### config.mk
export PLATFORM = sky130hd
export DESIGN_NAME = dpc_word_check
export DESIGN_NICKNAME = d
export VERILOG_FILES = /design/src/rtl/dpc_word_check.sv
export SDC_FILE = /design/constraint.sdc
export NUM_CORES = 1
export LEC_CHECK = 0
export BUFFER_PORTS_ARGS = -buffer_cell sky130_fd_sc_hd__buf_2
export CORE_AREA = 10 10 47 49
export DETAILED_ROUTE_END_ITERATION = 10
export DIE_AREA = 0 0 57 59
export PLACE_DENSITY = 0.44
export SLEW_MARGIN = 20
export SYNTH_ARGS = -nofsm -noshare
export SYNTH_HDL_FRONTEND = slang
export SYNTH_SLANG_ARGS = --single-unit
### constraint.sdc
create_clock -name vclk -period 1
set_input_delay 0.1 -clock vclk [all_inputs]
set_output_delay 0.1 -clock vclk [all_outputs]
set_load 0.03 [all_outputs]
### src/rtl/dpc_word_check.sv
module dpc_word_check #(
    parameter int DATA_W = 16,
    parameter int BYTE_W = 8,
    parameter int ADDR_W = 4,
    parameter int NBYTES = DATA_W / BYTE_W
) (
    input  logic [DATA_W-1:0] word_i,
    input  logic [NBYTES-1:0] par_i,
    input  logic [ADDR_W-1:0] addr_i,
    output logic              par_ok_o,
    output logic              addr_ok_o
);
    logic [NBYTES-1:0] byte_ok;

    for (genvar b = 0; b < NBYTES; b++) begin : g_byte
        assign byte_ok[b] = ((^word_i[b*BYTE_W +: BYTE_W]) == par_i[b]);
    end

    assign par_ok_o  = &byte_ok;
    assign addr_ok_o = (word_i[ADDR_W-1:0] == addr_i);
endmodule

## Word-level counts from Yosys, hierarchy flattened

Cells that the tools add are included.

| operators by class | value |
|---|---|
| eq/ne operators | 3 |
| reductions and logical operators | 3 |

Operator list:

| cell | number |
|---|---|
| $reduce_xor 8->1 | 2 |
| $eq 4x4->1 | 1 |
| $eq 1x1->1 | 2 |
| $reduce_and 2->1 | 1 |

| word-level totals | value |
|---|---|
| register bits | 0 |
| input port bits | 22 |
| output and inout port bits | 2 |
| logic and storage cells | 6 |

## Depth between registers and ports, before layout

Gate-level depths: netlist (run 1).

| depth | value |
|---|---|
| depth in word-level cells | 3 |
| gate-level depth with buffers | 4 |
| gate-level depth less buffers | 4 |

## Worst setup path before layout (run 1)

No wires, ideal clock.

| path | value |
|---|---|
| path type | in2out |
| start point | input port word_i[1] |
| end point | output port addr_ok_o |
| arrival | 1,243 ps |
| data required time | 900 ps |
| slack | -343 ps |
| cell stages on the path | 2 |
| buffers on the path | 0 |
| cells stage by stage | xor2_1 nor4_1 |

| between the ends | value |
|---|---|
| cells in the longest elaborated chain, start to end | 1 |

RTL lines:

| item | RTL line | source |
|---|---|---|
| start, declared | 7 | `input logic [DATA_W-1:0] word_i,` |
| $eq 4x4->1 | 20 | `assign addr_ok_o = (word_i[ADDR_W-1:0] == addr_i);` |
| end, declared | 11 | `output logic addr_ok_o` |

No other way between the ends.

## Final worst setup path (run 1)

| path | value |
|---|---|
| start point | input port par_i[0] |
| end point | output port par_ok_o |

| between the ends | value |
|---|---|
| cells in the longest elaborated chain, start to end | 2 |

RTL lines:

| item | RTL line | source |
|---|---|---|
| start, declared | 8 | `input logic [NBYTES-1:0] par_i,` |
| $eq 1x1->1 | 16 | `assign byte_ok[b] = ((^word_i[b*BYTE_W +: BYTE_W]) == par_i[b]);` |
| $reduce_and 2->1 | 19 | `assign par_ok_o = &byte_ok;` |
| end, declared | 10 | `output logic par_ok_o,` |

No other way between the ends.

==> results_dict.tcl, run 1 <==
set metrics [dict create \
    p_comb_share_pct 100.0 \
    fmax_mhz 801 \
    portBuffers 24 \
    dieArea_um2 3360 \
    synth_warnings 0 \
    p_leak_nw 0.224 \
    slew-limit-headroom_pct 86.1 \
    synth_compound_area_share_pct 0 \
    ant_nets 0 \
    seq_cell_count 0 \
    finalSetupTns_ps -249 \
    finalHoldViolations 0 \
    min_period_ps 1250 \
    antenna_found_initial 0 \
    synth_top_area_share_pct 44.9 \
    rows 14 \
    synth_area_um2 195 \
    n_fill_cell 157 \
    setup_ws_ps -249 \
    wl_um 725 \
    hp-start "addr_i[2]" \
    hold_end "addr_ok_o" \
    die_w_um 57 \
    firstDrtPassIters 2 \
    yosysSeqAreaShare_pct 0 \
    required_ps 900 \
    netlist_instances 20 \
    route.detailed.drc 0 \
    synthesis.nets 42 \
    synthXorXnorAreaFrac_pct 94.9 \
    crit_fanout 1 \
    finalMaxSlewViolations 0 \
    area.growth.synth_to_final_pct 121 \
    synthSimpleGateAreaFrac_pct 5.13 \
    clock_buffer_count 0 \
    cp-end-kind "primary output" \
    yosysUniqueCellTypes 5 \
    via_per_inst 3.74 \
    drive_gt1_share_pct 73.9 \
    core_um2 1400 \
    switching_share_pct 42.8 \
    start_util_pct 13.9 \
    synth_top_family_by_area "XOR/XNOR gates" \
    die_h_um 59 \
    ir_drop_uv 455 \
    mostFrequentLayoutCell "buf_2" \
    grt_max_degree 3 \
    postCtsSetupBuffers 0 \
    pwr-share-seq_pct 0 \
    worstSetupPathType "input port to primary output" \
    layout_common_cells "buf_2, xnor2_1, xnor2_2, xor2_1, buf_6" \
    worstPathArrival_ps 1150 \
    fin_nets 70 \
    cp-start-kind "input port" \
    worst_pin_slew_ps 206 \
    synth.avg_cell_area_um2 9.76 \
    stdcell_count 62 \
    antenna-diode-count 0 \
    hp-class "input port to primary output" \
    gp_congestion 0.584 \
    synthAdderAreaFrac_pct 0 \
    wire_per_inst_um 11.7 \
    fin_crit_sh_pct 125 \
    grt-ovfl-total 0 \
    cts_hold_buf 0 \
    grt_pass1_vias 284 \
    io_pins 24 \
    vias 232 \
    synth.area.mux_share_pct 0 \
    maxCapViolCount 0 \
    rsz0062_at_grt "true" \
    violations "negative setup slack" \
    synthTopCellsByArea "xnor2_1, xor2_1, xnor3_1, nor4_1, nor2_1" \
    p_clk_share_pct 0 \
    yosysTopAreaCell "xnor2_1" \
    intPower_w 0.000196 \
    hold_depth 4 \
    drtIter0Drc 3 \
    placed_cells 62 \
    p_per_area_nw_per_um2 795 \
    seq_area_um2 0 \
    outcome "finished with violations" \
    setup_violations 1 \
    grt_use_total_pct 4.52 \
    grt_pass1_wl_um 1300 \
    p_sw_w 0.000147 \
]
[worst max-delay path, cell delays in order]
cell and delay (ps):
buf_6 90, xnor2_2 130, xnor3_1 410, xnor2_1 150, nor2_2 120, buf_6 140
[power by group through the flow]
stage	clock (W)	sequential, W	combinational (W)
6_report	0	0	0.000343
5_1_grt	0	0	0.000374
4_1_cts	0	0	0.000349
3_5_place_dp	0	0	0.000293
3_3_place_gp	0	0	0.000292
2_1_floorplan	0	0	0.000199
[worst max path at each step]
stage | endpoint | depth (start not counted) | start
2_1_floorplan | par_ok_o | 4 | word_i[12]
3_3_place_gp | par_ok_o | 6 | word_i[14]
3_5_place_dp | par_ok_o | 6 | word_i[14]
4_1_cts | par_ok_o | 6 | par_i[0]
5_1_grt | par_ok_o | 6 | par_i[0]
6_report | par_ok_o | 6 | par_i[0]
[area by class of cell]
class | count | area [µm²] | area share, %
tap | 16 | 20.0 | 4.64
multi-input combinational | 20 | 249 | 57.7
timing repair buffer | 26 | 163 | 37.7
[kinds of logic (layout without fill, tap and decap cells)]
| kind of cell | after synthesis | count (layout) |
|---|---|---|
| buffers and inverters | 0 | 26 |
| xor gates and xnor gates | 18 | 18 |
| and+or+nand+nor | 2 | 2 |
[synthesized netlist by cell type]
| cell type | count |
|---|---|
| xnor2_1 | 10 |
| xor2_1 | 6 |
| xnor3_1 | 2 |
| nor2_1 | 1 |
| nor4_1 | 1 |
[through the flow]
step           util [%]  worst slack [ps]  total power, W  area, µm²  hold WS (ps)
6_report           30.8              -249        0.000343        432           662
2_1_floorplan         -              -159        0.000199        211           444
5_1_grt            30.8              -329        0.000374        432           691
4_1_cts            30.8              -264        0.000349        432           670
3_3_place_gp       26.2              -310        0.000292        367           684
3_5_place_dp       26.2              -315        0.000293        367           685
[per-layer routing]
layer  vias up  routed length (µm)  GRT usage [%]
li1        115                   -              -
met1        96                 312           4.70
met2        21                 279           8.06
met3         0                 132           2.79
met4         0                   0              0
met5         -                   0              0
[repair_timing]
action / CTS / global route
pin swaps: 8 / 1
endpoints found under the setup margin: 2 / 2
gates resized for setup: 11 / 0
(Power assumes the default switching activity.)
==> run 2, diff against run 1 <==
==> constraint.sdc (replaced) <==
create_clock -name vclk -period 1.3
set_input_delay 0.13 -clock vclk [all_inputs]
set_output_delay 0.13 -clock vclk [all_outputs]
set_load 0.03 [all_outputs]
==> results_dict.tcl, run 2 (synthesized netlist as in run 1, its figures left out) <==
set metrics [dict create \
    outcome "finished with violations" \
    violations "negative setup slack" \
    setup_violations 1 \
    grt-ovfl-total 0 \
    fin_nets 70 \
    crit_chain "buf_6 -> xnor2_2 -> xnor3_1 -> xnor2_2 -> nor2_2 -> buf_6" \
    drtIter0Drc 1 \
    grt_use_total_pct 3.77 \
    area.growth.synth_to_final_pct 113 \
    worstSetupPathType "input port to primary output" \
    core_um2 1400 \
    hp-start "addr_i[2]" \
    stdcell_count 62 \
    seq_cell_count 0 \
    grt_max_degree 3 \
    postCtsSetupBuffers 0 \
    route.detailed.drc 0 \
    cp-end-kind "primary output" \
    slew-limit-headroom_pct 83.6 \
    antenna-diode-count 0 \
    placed_cells 62 \
    p_leak_nw 0.224 \
    portBuffers 24 \
    utilization_pct 29.7 \
    clock_buffer_count 0 \
    vias 220 \
    wl_um 645 \
    firstDrtPassIters 2 \
    required_ps 1170 \
    switching_share_pct 42.8 \
    ir_drop_uv 348 \
    fin_crit_sh_pct 102 \
    p_clk_share_pct 0 \
    min_period_ps 1330 \
    drive_gt1_share_pct 73.9 \
    layout_common_cells "buf_2, xnor2_2, xor2_1" \
    hold_end "addr_ok_o" \
    start_util_pct 13.9 \
    hp-class "input port to primary output" \
    worst_pin_slew_ps 244 \
    worstPathArrival_ps 1200 \
    maxCapViolCount 0 \
    grt_pass1_vias 245 \
    pwr-share-seq_pct 0 \
    ant_nets 0 \
    setup_ws_ps -28.7 \
    mostFrequentLayoutCell "buf_2" \
    gp_congestion 0.565 \
    intPower_w 0.000154 \
    p_per_area_nw_per_um2 647 \
    worst_hold_slack_ps 723 \
    via_per_inst 3.55 \
    grt_pass1_wl_um 1140 \
    die_h_um 59 \
    antenna_found_initial 0 \
    hpwl_um 596 \
    dp_slack_ps -90.3 \
    p_comb_share_pct 100.0 \
    cp-start-kind "input port" \
    crit_fanout 1 \
    wire_per_inst_um 10.4 \
    io_pins 24 \
    finalMaxSlewViolations 0 \
    dieArea_um2 3360 \
    rsz0062_at_grt "true" \
    total_power_w 0.000269 \
    fmax_mhz 753 \
    hold_depth 4 \
    cp_slowest_cell "xnor3_1" \
    die_w_um 57 \
    p_sw_w 0.000115 \
    slowest_delay_ps 430 \
    rows 14 \
    finalHoldViolations 0 \
    seq_area_um2 0 \
    critPathBufInv 2 \
    cp_top_family "XOR/XNOR gates" \
]
-- run 2: cell count changes in the layout (fill, tap and decap cells not counted) --
cell and change:
buf_2 +3, buf_4 -1, buf_6 -2, xnor2_1 -1, xnor2_2 +1, xor2_1 +1, xor2_2 -1
-- run 2: repair_timing --
| item | 4_1_cts | 5_1_grt |
|---|---|---|
| resized for setup | 7 | 2 |
| hold buffers | 0 | 0 |
| endpoints found under the setup margin | 1 | 1 |
| pin swaps | 6 | 2 |
-- run 2: worst max path at each step --
stage                     from        to  cells after the start
floorplan            word_i[4]  par_ok_o                      4
global placement     word_i[2]  par_ok_o                      6
detailed placement   word_i[2]  par_ok_o                      6
CTS                 word_i[15]  par_ok_o                      6
global route         word_i[4]  par_ok_o                      6
finish              word_i[15]  par_ok_o                      6
-- run 2: metal layers --
metal	global-route usage, %	share of wire, %	wire length (µm)	vias to the layer above
li1	-	-	-	116
met1	5.01	43	280	83
met2	5.43	39	252	21
met3	2.15	17	112	0
met4	0	0	0	0
met5	0	0	0	-
-- run 2: cell type report --
type | count | area (µm²)
tap | 16 | 20.0
multi-input combinational | 20 | 249
fill | 155 | 985
timing repair buffer | 26 | 148
-- run 2: power by group through the flow --
| stage | Sequential (W) | Clock [W] | Combinational (W) |
|---|---|---|---|
| 6_report | 0 | 0 | 0.000269 |
| 5_1_grt | 0 | 0 | 0.000289 |
| 4_1_cts | 0 | 0 | 0.000269 |
| 3_5_place_dp | 0 | 0 | 0.000222 |
| 3_3_place_gp | 0 | 0 | 0.000224 |
| 2_1_floorplan | 0 | 0 | 0.000151 |
-- run 2: through the flow --
step	TNS (ps)	cell area [µm²]
6_report	-28.7	417
5_1_grt	-73.6	417
4_1_cts	-44.2	402
3_5_place_dp	-90.3	359
3_3_place_gp	-117	359
2_1_floorplan	0	204
==> run 3, diff against run 2 <==
--- a/config.mk
+++ b/config.mk
@@ -9,7 +9,7 @@
 export CORE_AREA = 10 10 47 49
 export DETAILED_ROUTE_END_ITERATION = 10
 export DIE_AREA = 0 0 57 59
-export PLACE_DENSITY = 0.44
+export SETUP_SLACK_MARGIN = 0.2
 export SLEW_MARGIN = 20
 export SYNTH_ARGS = -nofsm -noshare
 export SYNTH_HDL_FRONTEND = slang
==> constraint.sdc (replaced) <==
create_clock -name vclk -period 1.3
set_input_delay 0 -clock vclk [all_inputs]
set_output_delay 0 -clock vclk [all_outputs]
set_load 0.03 [all_outputs]
==> results_dict.tcl, run 3 (synthesized netlist as in run 1, its figures left out) <==
set metrics [dict create \
    outcome "complete, no violations" \
    slew-limit-headroom_pct 88.3 \
    worstPathArrival_ps 1060 \
    p_leak_nw 0.197 \
    grt_max_degree 3 \
    placed_cells 60 \
    fin_crit_sh_pct 81.5 \
    wl_um 620 \
    finalMaxSlewViolations 0 \
    antenna_found_initial 0 \
    p_clk_share_pct 0 \
    pwr-share-seq_pct 0 \
    hp-class "input port to primary output" \
    finalSetupTns_ps 0 \
    via_per_inst 3.58 \
    vias 215 \
    ant_nets 0 \
    maxCapViolCount 0 \
    required_ps 1300 \
    postCtsSetupBuffers 0 \
    grt_use_total_pct 3.07 \
    setup_ws_ps 240 \
    p_comb_share_pct 100.0 \
    rsz0062_at_grt "true" \
    gp_congestion 0.602 \
    p_sw_w 0.0000984 \
    worst_pin_slew_ps 175 \
    finalHoldViolations 0 \
    die_h_um 59 \
    core_um2 1400 \
    hold_end "addr_ok_o" \
    intPower_w 0.000127 \
    worst_hold_slack_ps 464 \
    io_pins 24 \
    antenna-diode-count 0 \
    firstDrtPassIters 2 \
    drtIter0Drc 4 \
    area.growth.synth_to_final_pct 92.3 \
    rows 14 \
    fin_nets 68 \
    die_w_um 57 \
    n_fill_cell 164 \
    ir_drop_uv 285 \
    cts_hold_buf 0 \
    wire_per_inst_um 10.3 \
    start_util_pct 13.9 \
    setup_violations 0 \
    dieArea_um2 3360 \
    layout_common_cells "buf_2, xnor2_1, xor2_1" \
    clock_buffer_count 0 \
    seq_cell_count 0 \
    p_per_area_nw_per_um2 600 \
    dp_slack_ps 172 \
    route.detailed.drc 0 \
    hp-start "addr_i[2]" \
    stdcell_count 60 \
    worstSetupPathType "input port to primary output" \
    drive_gt1_share_pct 63.6 \
    grt_pass1_vias 237 \
    portBuffers 24 \
    switching_share_pct 43.7 \
    hold_depth 4 \
    min_period_ps 1060 \
    fmax_mhz 943 \
    grt_pass1_wl_um 924 \
    cp-end-kind "primary output" \
    grt-ovfl-total 0 \
    crit_fanout 1 \
    seq_area_um2 0 \
    mostFrequentLayoutCell "buf_2" \
    cp-start-kind "input port" \
]
-- run 3: power by group through the flow --
| stage | Sequential (W) | Combinational (W) | Clock, W |
|---|---|---|---|
| 3_3_place_gp | 0 | 0.000207 | 0 |
| 6_report | 0 | 0.000225 | 0 |
| 2_1_floorplan | 0 | 0.000143 | 0 |
| 4_1_cts | 0 | 0.000221 | 0 |
| 5_1_grt | 0 | 0.000248 | 0 |
| 3_5_place_dp | 0 | 0.000209 | 0 |
-- run 3: worst max path at each step --
stage / startpoint / end / slack (ps) / cells after the start
global route: word_i[3] / par_ok_o / 150 / 6
finish: word_i[12] / par_ok_o / 240 / 6
detailed placement: word_i[2] / par_ok_o / 170 / 6
floorplan: word_i[4] / par_ok_o / 210 / 4
CTS: word_i[6] / par_ok_o / 210 / 6
global placement: word_i[2] / par_ok_o / 160 / 6
-- run 3: area by class of cell --
class	count	area [µm²]	share of cell area, %
tap	16	20.0	5.33
timing repair buffer	24	131	35.0
multi-input combinational	20	224	59.7
-- run 3: metal layers --
metal / share of wire [%] / global-route usage, %
met4: 0 / 0
met1: 27 / 2.61
met2: 64 / 6.82
met3: 8.4 / 1.07
met5: 0 / 0
-- run 3: timing repair --
item	CTS	global route
endpoints found under the hold margin	0	0
pin swaps	1	6
resized for setup	2	4
setup endpoints to repair	1	1
-- run 3: stage by stage --
step	area, µm²	total power [W]	util [%]
after floorplan	201	0.000143	-
after global placement	342	0.000207	24.4
after detailed placement	342	0.000209	24.4
after CTS	352	0.000221	25.1
after global routing	375	0.000248	26.8
final	375	0.000225	26.8
-- run 3: worst max-delay path: stages --
cell	delay (ps)
buf_2	110
xnor2_2	140
xnor3_1	410
xnor2_1	140
nor2_1	100
buf_4	160
